===== config.mk =====
export PLATFORM = sky130hd
export DESIGN_NAME = jitter_elastic_buf
export DESIGN_NICKNAME = d
export VERILOG_FILES = /design/src/rtl/jeb_pkg.sv /design/src/rtl/jeb_ptr_ctrl.sv /design/src/rtl/jeb_bit_store.sv /design/src/rtl/jeb_rate_req.sv /design/src/rtl/jeb_slip_status.sv /design/src/rtl/jitter_elastic_buf.sv
export SDC_FILE = /design/constraint.sdc
export NUM_CORES = 1
export LEC_CHECK = 0
export BUFFER_PORTS_ARGS = -buffer_cell sky130_fd_sc_hd__buf_2
export CAP_MARGIN = 30
export CORE_MARGIN = 2
export CORE_UTILIZATION = 55
export DETAILED_ROUTE_END_ITERATION = 6
export PLACE_DENSITY = 0.73
export REMOVE_ABC_BUFFERS = 1
export SYNTH_ARGS = -nofsm -noshare
export SYNTH_HDL_FRONTEND = slang
export SYNTH_SLANG_ARGS = --single-unit

===== constraint.sdc =====
create_clock -name clk -period 9.6 [get_ports clk]
set_clock_uncertainty 0.1 [all_clocks]
set_input_delay 0.48 -clock clk [delete_from_list [all_inputs] [get_ports clk]]
set_output_delay 0.48 -clock clk [all_outputs]
set_load 0.02 [all_outputs]

===== src/rtl/jeb_pkg.sv =====
package jeb_pkg;

  // Depth code to size step: codes 2 and 3 both map to the largest depth.
  function automatic int unsigned sel_step(input logic [1:0] sel);
    return (sel == 2'b11) ? 32'd2 : {30'd0, sel};
  endfunction

  // Depth in bits for a code, with max_log the log2 of the largest depth.
  function automatic int unsigned depth_of(input logic [1:0] sel, input int unsigned max_log);
    return 32'd1 << (max_log - 32'd2 + sel_step(sel));
  endfunction

  // Distance from a bound at which a rate request starts.
  function automatic int unsigned guard_of(input logic [1:0] sel);
    return 32'd2 + sel_step(sel);
  endfunction

endpackage


===== src/rtl/jeb_ptr_ctrl.sv =====
module jeb_ptr_ctrl
  import jeb_pkg::*;
#(
  parameter int unsigned ADDR_W = 7
) (
  input  logic              clk,
  input  logic              rst_n,
  input  logic              active,
  input  logic [1:0]        depth_sel,
  input  logic              wr_req,
  input  logic              rd_req,
  output logic              wr_ok,
  output logic              rd_ok,
  output logic [ADDR_W-1:0] wptr,
  output logic [ADDR_W-1:0] rptr,
  output logic [ADDR_W:0]   fill,
  output logic              slip_evt,
  output logic              reinit
);
  localparam int unsigned FILL_W = ADDR_W + 1;

  logic [1:0]        sel_q;
  logic [FILL_W-1:0] depth_w;
  logic [FILL_W-1:0] half_w;
  logic [ADDR_W-1:0] mask;
  logic [ADDR_W-1:0] half_a;
  logic              full;
  logic              empty;
  logic              ovf_evt;
  logic              unf_evt;
  logic              run;

  assign depth_w = FILL_W'(depth_of(depth_sel, ADDR_W));
  assign half_w  = depth_w >> 1;
  assign mask    = ADDR_W'(depth_w - FILL_W'(1));
  assign half_a  = ADDR_W'(half_w);

  assign reinit  = !active || (depth_sel != sel_q);
  assign run     = !reinit;
  assign full    = (fill == depth_w);
  assign empty   = (fill == '0);

  assign ovf_evt  = run && wr_req && !rd_req && full;
  assign unf_evt  = run && rd_req && empty;
  assign slip_evt = ovf_evt || unf_evt;

  assign wr_ok = run && !slip_evt && wr_req;
  assign rd_ok = run && !slip_evt && rd_req;

  always_ff @(posedge clk or negedge rst_n) begin
    if (!rst_n) begin
      sel_q <= 2'b00;
      wptr  <= ADDR_W'(depth_of(2'b00, ADDR_W) / 2);
      rptr  <= '0;
      fill  <= FILL_W'(depth_of(2'b00, ADDR_W) / 2);
    end else begin
      sel_q <= depth_sel;
      if (reinit) begin
        wptr <= half_a;
        rptr <= '0;
        fill <= half_w;
      end else if (slip_evt) begin
        rptr <= (wptr - half_a) & mask;
        fill <= half_w;
      end else begin
        if (wr_ok) wptr <= (wptr + ADDR_W'(1)) & mask;
        if (rd_ok) rptr <= (rptr + ADDR_W'(1)) & mask;
        case ({wr_ok, rd_ok})
          2'b10:   fill <= fill + FILL_W'(1);
          2'b01:   fill <= fill - FILL_W'(1);
          default: fill <= fill;
        endcase
      end
    end
  end

  // the fill never exceeds the selected depth outside a re-centre cycle
  p_fill_in_range_r1: assert property (@(posedge clk) disable iff (!rst_n)
    run |-> fill <= depth_w);

  // pointer distance agrees with the fill count
  p_ptr_gap_r3: assert property (@(posedge clk) disable iff (!rst_n)
    run |-> ((ADDR_W'(wptr - rptr) & mask) == (ADDR_W'(fill) & mask)));

  // a slip always lands on half depth
  p_slip_centre_r4: assert property (@(posedge clk) disable iff (!rst_n)
    slip_evt |=> fill == $past(half_w));

  // a re-centre clears the read pointer and sets half-depth fill
  p_reinit_centre_r10: assert property (@(posedge clk) disable iff (!rst_n)
    reinit |=> (rptr == '0) && (fill == $past(half_w)));

endmodule


===== src/rtl/jeb_bit_store.sv =====
module jeb_bit_store #(
  parameter int unsigned ADDR_W = 7
) (
  input  logic              clk,
  input  logic              rst_n,
  input  logic              wr_ok,
  input  logic              rd_ok,
  input  logic [ADDR_W-1:0] wptr,
  input  logic [ADDR_W-1:0] rptr,
  input  logic              din,
  output logic              dout_q
);
  localparam int unsigned CELLS = 1 << ADDR_W;

  logic [CELLS-1:0] cells;

  always_ff @(posedge clk or negedge rst_n) begin
    if (!rst_n) begin
      cells  <= '0;
      dout_q <= 1'b0;
    end else begin
      if (wr_ok) cells[wptr] <= din;
      if (rd_ok) dout_q <= cells[rptr];
    end
  end

  // the output bit only changes on an accepted read
  p_dout_hold_r2: assert property (@(posedge clk) disable iff (!rst_n)
    !rd_ok |=> $stable(dout_q));

endmodule


===== src/rtl/jeb_rate_req.sv =====
module jeb_rate_req
  import jeb_pkg::*;
#(
  parameter int unsigned ADDR_W = 7
) (
  input  logic            clk,
  input  logic            rst_n,
  input  logic            enable,
  input  logic [1:0]      depth_sel,
  input  logic [ADDR_W:0] fill,
  output logic            speed_up,
  output logic            slow_down
);
  localparam int unsigned FILL_W = ADDR_W + 1;

  logic [FILL_W-1:0] depth_w;
  logic [FILL_W-1:0] guard_w;
  logic              near_full;
  logic              near_empty;

  assign depth_w    = FILL_W'(depth_of(depth_sel, ADDR_W));
  assign guard_w    = FILL_W'(guard_of(depth_sel));
  assign near_full  = fill >= (depth_w - guard_w);
  assign near_empty = fill <= guard_w;

  assign speed_up  = enable && near_full;
  assign slow_down = enable && near_empty;

  // the two requests never overlap
  p_req_exclusive_r8: assert property (@(posedge clk) disable iff (!rst_n)
    !(speed_up && slow_down));

  // a speed-up request means more than half the depth is filled
  p_speed_above_half_r7: assert property (@(posedge clk) disable iff (!rst_n)
    speed_up |-> fill > (depth_w >> 1));

endmodule


===== src/rtl/jeb_slip_status.sv =====
module jeb_slip_status (
  input  logic clk,
  input  logic rst_n,
  input  logic slip_evt,
  input  logic slip_clr,
  input  logic irq_en,
  output logic slip_flag,
  output logic irq
);
  always_ff @(posedge clk or negedge rst_n) begin
    if (!rst_n)        slip_flag <= 1'b0;
    else if (slip_evt) slip_flag <= 1'b1;
    else if (slip_clr) slip_flag <= 1'b0;
  end

  assign irq = slip_flag && irq_en;

  // every slip leaves the flag set
  p_slip_sets_r3: assert property (@(posedge clk) disable iff (!rst_n)
    slip_evt |=> slip_flag);

  // without a clear, the flag keeps its value
  p_flag_sticky_r5: assert property (@(posedge clk) disable iff (!rst_n)
    (slip_flag && !slip_clr) |=> slip_flag);

endmodule


===== src/rtl/jitter_elastic_buf.sv =====
module jitter_elastic_buf #(
  parameter int unsigned ADDR_W = 7
) (
  input  logic       clk,
  input  logic       rst_n,
  input  logic       atten_en,
  input  logic [1:0] depth_sel,
  input  logic       limit_en,
  input  logic       irq_en,
  input  logic       slip_clr,
  input  logic       in_stb,
  input  logic       in_bit,
  input  logic       out_stb,
  output logic       out_bit,
  output logic       speed_up,
  output logic       slow_down,
  output logic       slip_flag,
  output logic       irq
);
  logic              wr_ok;
  logic              rd_ok;
  logic [ADDR_W-1:0] wptr;
  logic [ADDR_W-1:0] rptr;
  logic [ADDR_W:0]   fill;
  logic              slip_evt;
  logic              reinit;
  logic              buf_bit;

  jeb_ptr_ctrl #(.ADDR_W(ADDR_W)) u_ptr (
    .clk       (clk),
    .rst_n     (rst_n),
    .active    (atten_en),
    .depth_sel (depth_sel),
    .wr_req    (in_stb),
    .rd_req    (out_stb),
    .wr_ok     (wr_ok),
    .rd_ok     (rd_ok),
    .wptr      (wptr),
    .rptr      (rptr),
    .fill      (fill),
    .slip_evt  (slip_evt),
    .reinit    (reinit)
  );

  jeb_bit_store #(.ADDR_W(ADDR_W)) u_store (
    .clk    (clk),
    .rst_n  (rst_n),
    .wr_ok  (wr_ok),
    .rd_ok  (rd_ok),
    .wptr   (wptr),
    .rptr   (rptr),
    .din    (in_bit),
    .dout_q (buf_bit)
  );

  jeb_rate_req #(.ADDR_W(ADDR_W)) u_rate (
    .clk       (clk),
    .rst_n     (rst_n),
    .enable    (limit_en && atten_en),
    .depth_sel (depth_sel),
    .fill      (fill),
    .speed_up  (speed_up),
    .slow_down (slow_down)
  );

  jeb_slip_status u_status (
    .clk       (clk),
    .rst_n     (rst_n),
    .slip_evt  (slip_evt),
    .slip_clr  (slip_clr),
    .irq_en    (irq_en),
    .slip_flag (slip_flag),
    .irq       (irq)
  );

  assign out_bit = atten_en ? buf_bit : in_bit;

  // in bypass, strobes produce neither slips nor rate requests
  p_bypass_quiet_r9: assert property (@(posedge clk) disable iff (!rst_n)
    !atten_en |-> (!slip_evt && !speed_up && !slow_down));

  // in bypass the buffer is held in its re-centre state
  p_bypass_reinit_r10: assert property (@(posedge clk) disable iff (!rst_n)
    !atten_en |-> reinit);

endmodule


==> flow_metrics.py, run 1 <==
metrics = {
    "status": {
        "outcome": "finished, final reports clean",
    },
    "global_routing": {
        "grtUsageTotal_pct": 25.9,
        "grt_first_pass_wirelength_um": 35200,
        "grt_max_degree": 100,
        "gr-total-overflow": 0,
        "antenna_found_initial": 0,
        "first_global_vias": 6570,
    },
    "power": {
        "p_seq_share_pct": 45.4,
        "switchingPower_w": 0.000388,
        "cellInternalPower_w": 0.00111,
        "combPwrFrac_pct": 9.4,
        "p_leak_nw": 4.35,
        "clockPowerShare_pct": 45.2,
        "p_sw_share_pct": 25.9,
        "p_per_area_mw_per_mm2": 154,
        "vdd_drop_max_mv": 0.132,
    },
    "timing": {
        "timing.fmax_ghz": 0.236,
        "rsz0062_at_grt": "no",
        "setup_tns_ns": 0,
        "worst_pin_slew_ns": 1.02,
        "min_period_over_period_pct": 44.1,
        "min_period_ns": 4.23,
        "final-setup-viol-count": 0,
        "hold_viol_final": 0,
        "slew_violations": 0,
        "slew_headroom_pct": 31.3,
    },
    "worst_hold_path": {
        "whs_path_depth": 2,
        "min_path_type": "input pin to flop",
        "hp-start": "slip_clr",
        "min_to": "u_status.slip_flag$_DFFE_PN0P_",
    },
    "logic_synthesis": {
        "synth_cell_types": 68,
        "yosysTopAreaCell": "dfrtp_1",
        "synthFlopType": "dfrtp_1",
        "syn_avg_cell_area_sq_um": 11.0,
        "synth-edff-count": 0,
        "ys_seq_area_share_pct": 43.2,
        "synthCells": 813,
        "synth_top_area_share_pct": 42.6,
        "synthArstFlopShare_pct": 100,
        "yosys_warnings": 0,
        "netlist_area_sq_mm": 0.00893,
        "ys_top_cells_by_area": "dfrtp_1 43%, mux4_2 7.8%, mux2_2 6.4%",
        "ys_ff_latch": 154,
    },
    "clock_tree": {
        "cts-root-buf": "clkbuf_16",
        "clk_latency_ns": 0.43,
        "cts_tree": "done",
        "htreeDepth": 4,
        "cts_setup_buffers": 0,
        "cts_sinks": 154,
        "ctsResizeCount": 0,
        "clkTransAtPathRegs_ns": 0.07,
        "ctsHoldBuffers": 1,
        "clockBufferDepth": 2,
        "cts_buffers": 17,
    },
    "detailed_routing": {
        "vias_per_cell": 6.20,
        "drt-pass1-iter-count": 5,
        "final_antenna_net_count": 0,
        "wl_um": 21600,
        "post-route-drc-count": 0,
        "vias": 6367,
        "drt_iter0_drc": 679,
        "avgRoutedWirePerCell_um": 21.0,
    },
    "die": {
        "initial_utilization_pct": 56.2,
        "dieHeight_um": 131,
        "row_count": 46,
        "die-area_sq_mm": 0.0173,
        "die_w_um": 131,
        "io_pins": 16,
        "coreArea_sq_mm": 0.0159,
    },
    "setup_path": {
        "cp_max_fo": 19,
        "r2r-end": "u_ptr.fill[7]$_DFFE_PN0P_",
        "cp_top_family": "compound AO/OA/AOI/OAI gates",
        "crit_chain": "buf_2, or2_2, inv_1, ha_1, nor4b_1, a32o_2, a21oi_2, and2_1, ha_1, or4b_1, a21oi_1, o21ai_0, nor2b_1, o41ai_1, xor2_1, nor2_1",
        "r2r_slack_ns": 5.40,
        "r2r-start": "u_ptr.sel_q[0]$_DFF_PN0_",
        "cp-start-kind": "input pin",
        "critPathMaxStageDelay_ns": 0.62,
        "slowest_stage": "ha_1",
        "cp.required_ns": 9.82,
        "end_kind": "flop",
        "cp_num_buf_inv": 2,
        "critPathMostFrequentCell": "ha_1",
        "cp.arrival_ns": 4.45,
        "path_class": "input pin to flop",
        "ff2ff_path_depth": 12,
    },
    "flow_run": {
        "cap_violations": 0,
    },
    "place": {
        "port_buffers": 15,
        "dp.final_hpwl_um": 13500,
        "gp_congestion": 0.874,
    },
    "cells_and_area": {
        "fillers": 1268,
        "regArea_sq_mm": 0.00386,
        "drive_gt1_share_pct": 22.7,
        "nets": 828,
        "multiInputGateArea_sq_mm": 0.00476,
        "area_growth_pct": 8.75,
        "final_cell_mix": "151 x dfrtp_1, 135 x nand2_1, 69 x nor2_1, 51 x mux2_2, 48 x mux2_1",
        "mostFrequentLayoutCell": "dfrtp_1",
        "antennaDiodeCount": 0,
        "final_util_pct": 61.2,
    },
}
synth_stat cells (6+ instances only):
library cell  count
nor2_1           69
dfrtp_1         152
mux2_1           48
nand3_1          15
mux2_4           30
a22oi_1          13
nor2b_1          11
o21ai_0          12
nor3_1            7
nand2_1         135
a21oi_1          22
ha_1             18
nand4_1           8
nand2b_1          7
mux2_2           51
mux4_2           31
buf_2            10
mux2i_1           7
inv_1             9
clkbuf_1         46
xor2_1           16
xnor2_1          13
and2_1            6
a211oi_1          6
power groups by stage:
stage	Clock, W	Combinational, W	Sequential [W]
after global routing	0.000712	0.000155	0.000682
after detailed placement	0	0.000139	0.000691
after CTS	0.000685	0.000140	0.000680
after global placement	0	0.000133	0.000690
after floorplan	0	0.0000811	0.000689
final	0.000679	0.000141	0.000681
per-layer routing:
layer,global-route usage [%],up-vias,share of wire [%]
met2,41.2,247,48
li1,-,2831,-
met4,10.2,0,2.2
met3,4.82,39,5.8
met1,35.3,3250,44
met5,0,-,0
registers in the layout (all words and copies together), names as in the netlist:
| name | cells |
|---|---|
| u_ptr.rptr | 7 |
| u_ptr.fill | 8 |
| u_store.cells | 128 |
| u_status.slip_flag | 1 |
| u_store.dout_q | 1 |
| u_ptr.wptr | 7 |
| u_ptr.sel_q | 2 |
cell families (layout without fill, tap and decap cells):
logic type	Yosys count	after routing	share of synthesized area, %
buffers and inverters	74	68	3.75
AO/OA/AOI/OAI	81	81	6.12
AND/OR/NAND/NOR	287	287	15.2
XOR/XNOR	29	29	2.84
flip-flops	154	154	43.2
multiplexers	167	167	26.1
adder cells (fa/ha/maj)	19	19	2.74
other	2	6	0.0841
worst register-to-register path, cell delays in order, from the launching register on:
cell,delay [ns]
dfrtp_1,0.39
xnor2_1,0.19
nand3_1,0.46
a21oi_2,0.52
and2_1,0.26
ha_1,0.62
or4b_1,0.49
a21oi_1,0.14
o21ai_0,0.12
nor2b_1,0.16
o41ai_1,0.40
xor2_1,0.18
nor2_1,0.05
metrics by stage:
stage | total power (W) | hold WS, ns | instances | cell area (sq um) | setup WS, ns
6_report | 0.00150 | 0.143 | 1027 | 9720 | 5.37
3_3_place_gp | 0.000824 | 0.368 | 992 | 9070 | 5.16
3_5_place_dp | 0.000830 | 0.381 | 994 | 9110 | 5.05
2_1_floorplan | 0.000770 | 0.0844 | 754 | 8660 | 5.68
5_1_grt | 0.00155 | 0.147 | 1027 | 9720 | 4.96
4_1_cts | 0.00151 | 0.135 | 1027 | 9720 | 5.44
cell type report:
| class | instances | share of cell area (%) |
|---|---|---|
| Multi-Input combinational cell | 589 | 49.0 |
| Clock inverter | 13 | 1.47 |
| Inverter | 11 | 0.502 |
| Sequential cell | 154 | 39.7 |
| Clock buffer | 19 | 4.66 |
| Tap cell | 216 | 2.78 |
| Timing Repair Buffer | 25 | 1.92 |
how the worst max path moves through the flow:
| stage | from | endpoint | cells past startpoint | slack (ns) |
|---|---|---|---|---|
| after floorplan | depth_sel[0] | u_ptr.fill[7]$_DFFE_PN0P_ | 15 | 5.68 |
| after global placement | depth_sel[1] | u_ptr.fill[7]$_DFFE_PN0P_ | 16 | 5.16 |
| after detailed placement | depth_sel[1] | u_ptr.fill[6]$_DFFE_PN0P_ | 18 | 5.05 |
| after CTS | depth_sel[1] | u_ptr.fill[7]$_DFFE_PN0P_ | 16 | 5.44 |
| after global routing | u_ptr.sel_q[0]$_DFF_PN0_ | u_ptr.fill[7]$_DFFE_PN0P_ | 12 | 4.96 |
| final | depth_sel[1] | u_ptr.fill[7]$_DFFE_PN0P_ | 16 | 5.37 |
Note: power is estimated with default switching activity, not from simulation.
==> run 2: changes to the inputs <==
==> constraint.sdc (replaced) <==
create_clock -name clk -period 4.05 [get_ports clk]
set_clock_uncertainty 0.1 [all_clocks]
set_input_delay 0.2025 -clock clk [delete_from_list [all_inputs] [get_ports clk]]
set_output_delay 0.2025 -clock clk [all_outputs]
set_load 0.02 [all_outputs]
==> flow_metrics.py, run 2 (synthesized netlist as in run 1, its figures left out) <==
metrics = {
    "status": {
        "outcome": "finished, final reports clean",
    },
    "cells_and_area": {
        "regMostFlops": "u_store.cells",
        "mostFrequentLayoutCell": "dfrtp_1",
        "area_growth_pct": 10.3,
        "nets": 845,
        "final_util_pct": 62.0,
        "largest_reg_flops": 128,
        "antennaDiodeCount": 0,
        "final_cell_mix": "151 x dfrtp_1, 135 x nand2_1, 69 x nor2_1, 51 x mux2_2, 48 x mux2_1",
        "drive_gt1_share_pct": 24.4,
        "largest_registers": "u_store.cells x128, u_ptr.fill x8",
    },
    "detailed_routing": {
        "post-route-drc-count": 0,
        "final_antenna_net_count": 0,
        "vias": 6437,
        "drt_iter0_drc": 541,
        "avgRoutedWirePerCell_um": 21.1,
        "vias_per_cell": 6.17,
        "drt-pass1-iter-count": 5,
        "wl_um": 22000,
    },
    "die": {
        "dieHeight_um": 131,
        "row_count": 46,
        "io_pins": 16,
        "coreArea_sq_mm": 0.0159,
        "die_w_um": 131,
        "initial_utilization_pct": 56.2,
        "die-area_sq_mm": 0.0173,
    },
    "timing": {
        "slew_violations": 0,
        "worst_pin_slew_ns": 0.980,
        "final-setup-viol-count": 0,
        "hold-worst-slack_ns": 0.164,
        "timing.fmax_ghz": 0.261,
        "hold_viol_final": 0,
        "min_period_ns": 3.83,
        "slew_headroom_pct": 34.1,
        "min_period_over_period_pct": 94.5,
        "setup_tns_ns": 0,
    },
    "flow_run": {
        "cap_violations": 0,
    },
    "setup_path": {
        "cp_max_fo": 8,
        "r2r-end": "u_ptr.fill[6]$_DFFE_PN0P_",
        "worstSetupStartpoint": "depth_sel[0]",
        "r2r-start": "u_ptr.fill[5]$_DFFE_PN0P_",
        "cp.required_ns": 4.30,
        "end_kind": "flop",
        "path_class": "input pin to flop",
        "r2r_slack_ns": 0.52,
        "cp.arrival_ns": 4.07,
        "cp-start-kind": "input pin",
        "ff2ff_path_depth": 15,
    },
    "global_routing": {
        "grtUsageTotal_pct": 26.4,
        "grt_max_degree": 98,
        "grt_first_pass_wirelength_um": 35700,
        "antenna_found_initial": 0,
        "gr-total-overflow": 0,
        "first_global_vias": 6557,
    },
    "worst_hold_path": {
        "min_to": "u_ptr.rptr[6]$_DFFE_PN0P_",
        "hp-start": "out_stb",
        "min_path_type": "input pin to flop",
        "whs_path_depth": 3,
    },
    "place": {
        "dp.final_hpwl_um": 13800,
        "gp_congestion": 0.839,
        "port_buffers": 15,
    },
    "power": {
        "p_sw_share_pct": 25.3,
        "combPwrFrac_pct": 9.5,
        "switchingPower_w": 0.000899,
        "p_per_area_mw_per_mm2": 361,
        "p_leak_nw": 4.42,
        "clockPowerShare_pct": 45.0,
        "cellInternalPower_w": 0.00266,
        "p_seq_share_pct": 45.5,
        "vdd_drop_max_mv": 0.310,
    },
    "clock_tree": {
        "htreeDepth": 4,
        "clockBufferDepth": 2,
        "clkTransAtPathRegs_ns": 0.06,
        "cts_tree": "done",
        "cts-root-buf": "clkbuf_16",
        "clk_latency_ns": 0.43,
        "cts_buffers": 17,
        "cts_sinks": 154,
    },
}
## run 2: cell count changes in the layout (fill, tap and decap cells not counted), sizes merged
cell         before  now
buf              24   37
dlygate4sd3       1    5
clkbuf           19   22
clkinv            6    4
clkinvlp          4    3
## run 2: layer usage
| metal | wire [um] | vias up | GRT usage [%] | share of wire, % |
|---|---|---|---|---|
| met5 | 0 | - | 0 | 0 |
| li1 | - | 2868 | - | - |
| met2 | 10800 | 267 | 43.2 | 49 |
| met4 | 493 | 0 | 8.70 | 2.2 |
| met3 | 1450 | 42 | 5.36 | 6.6 |
| met1 | 9270 | 3260 | 35.5 | 42 |
## run 2: worst max-delay path, stage by stage
cell and delay (ns):
dlygate4sd3_1 0.53, buf_2 0.17, or2_2 0.34, inv_2 0.09
ha_1 0.24, nor4b_2 0.25, a32o_2 0.25, a21oi_4 0.10
and2_4 0.20, ha_1 0.21, xor2_1 0.16, ha_2 0.22
or3_1 0.32, a21oi_2 0.17, nor3_2 0.07, mux2i_1 0.15
o21ai_1 0.10, xor2_1 0.15, o21ai_0 0.15
## run 2: power by group through the flow
stage	registers, W	clock network, W	logic, W
6_report	0.00162	0.00160	0.000338
5_1_grt	0.00162	0.00169	0.000371
4_1_cts	0.00162	0.00162	0.000331
3_5_place_dp	0.00164	0	0.000325
3_3_place_gp	0.00164	0	0.000317
2_1_floorplan	0.00163	0	0.000192
## run 2: stage by stage
stage | setup slack, ns | total power [W] | cells | area (sq um)
finish | 0.224 | 0.00356 | 1044 | 9860
global route | -0.0361 | 0.00368 | 1044 | 9860
CTS | 0.0827 | 0.00357 | 1042 | 9810
detailed placement | 0.199 | 0.00197 | 1005 | 9170
global placement | 0.309 | 0.00196 | 1005 | 9170
floorplan | 0.403 | 0.00183 | 754 | 8660
## run 2: layout make-up
| type | instances | area [sq um] |
|---|---|---|
| multi-input combinational | 589 | 4790 |
| clock inverter | 10 | 115 |
| fill | 1249 | 6030 |
| sequential | 154 | 3860 |
| inverter | 11 | 48.8 |
| tap | 216 | 270 |
| clock buffer | 22 | 474 |
| timing repair buffer | 42 | 297 |
## run 2: how the worst max path moves through the flow
stage	endpoint	slack (ns)
5_1_grt	u_ptr.fill[6]$_DFFE_PN0P_	-0.04
2_1_floorplan	u_ptr.fill[7]$_DFFE_PN0P_	0.40
6_report	u_ptr.fill[6]$_DFFE_PN0P_	0.22
3_5_place_dp	u_ptr.fill[6]$_DFFE_PN0P_	0.20
4_1_cts	u_ptr.fill[6]$_DFFE_PN0P_	0.08
3_3_place_gp	u_ptr.fill[6]$_DFFE_PN0P_	0.31
## run 2: repair_timing
item                                   in CTS  in global routing
hold buffers                                5                  0
setup endpoints to repair                   0                  3
setup buffers                               0                  2
endpoints found under the hold margin      97                  0
gates resized for setup                     0                  9
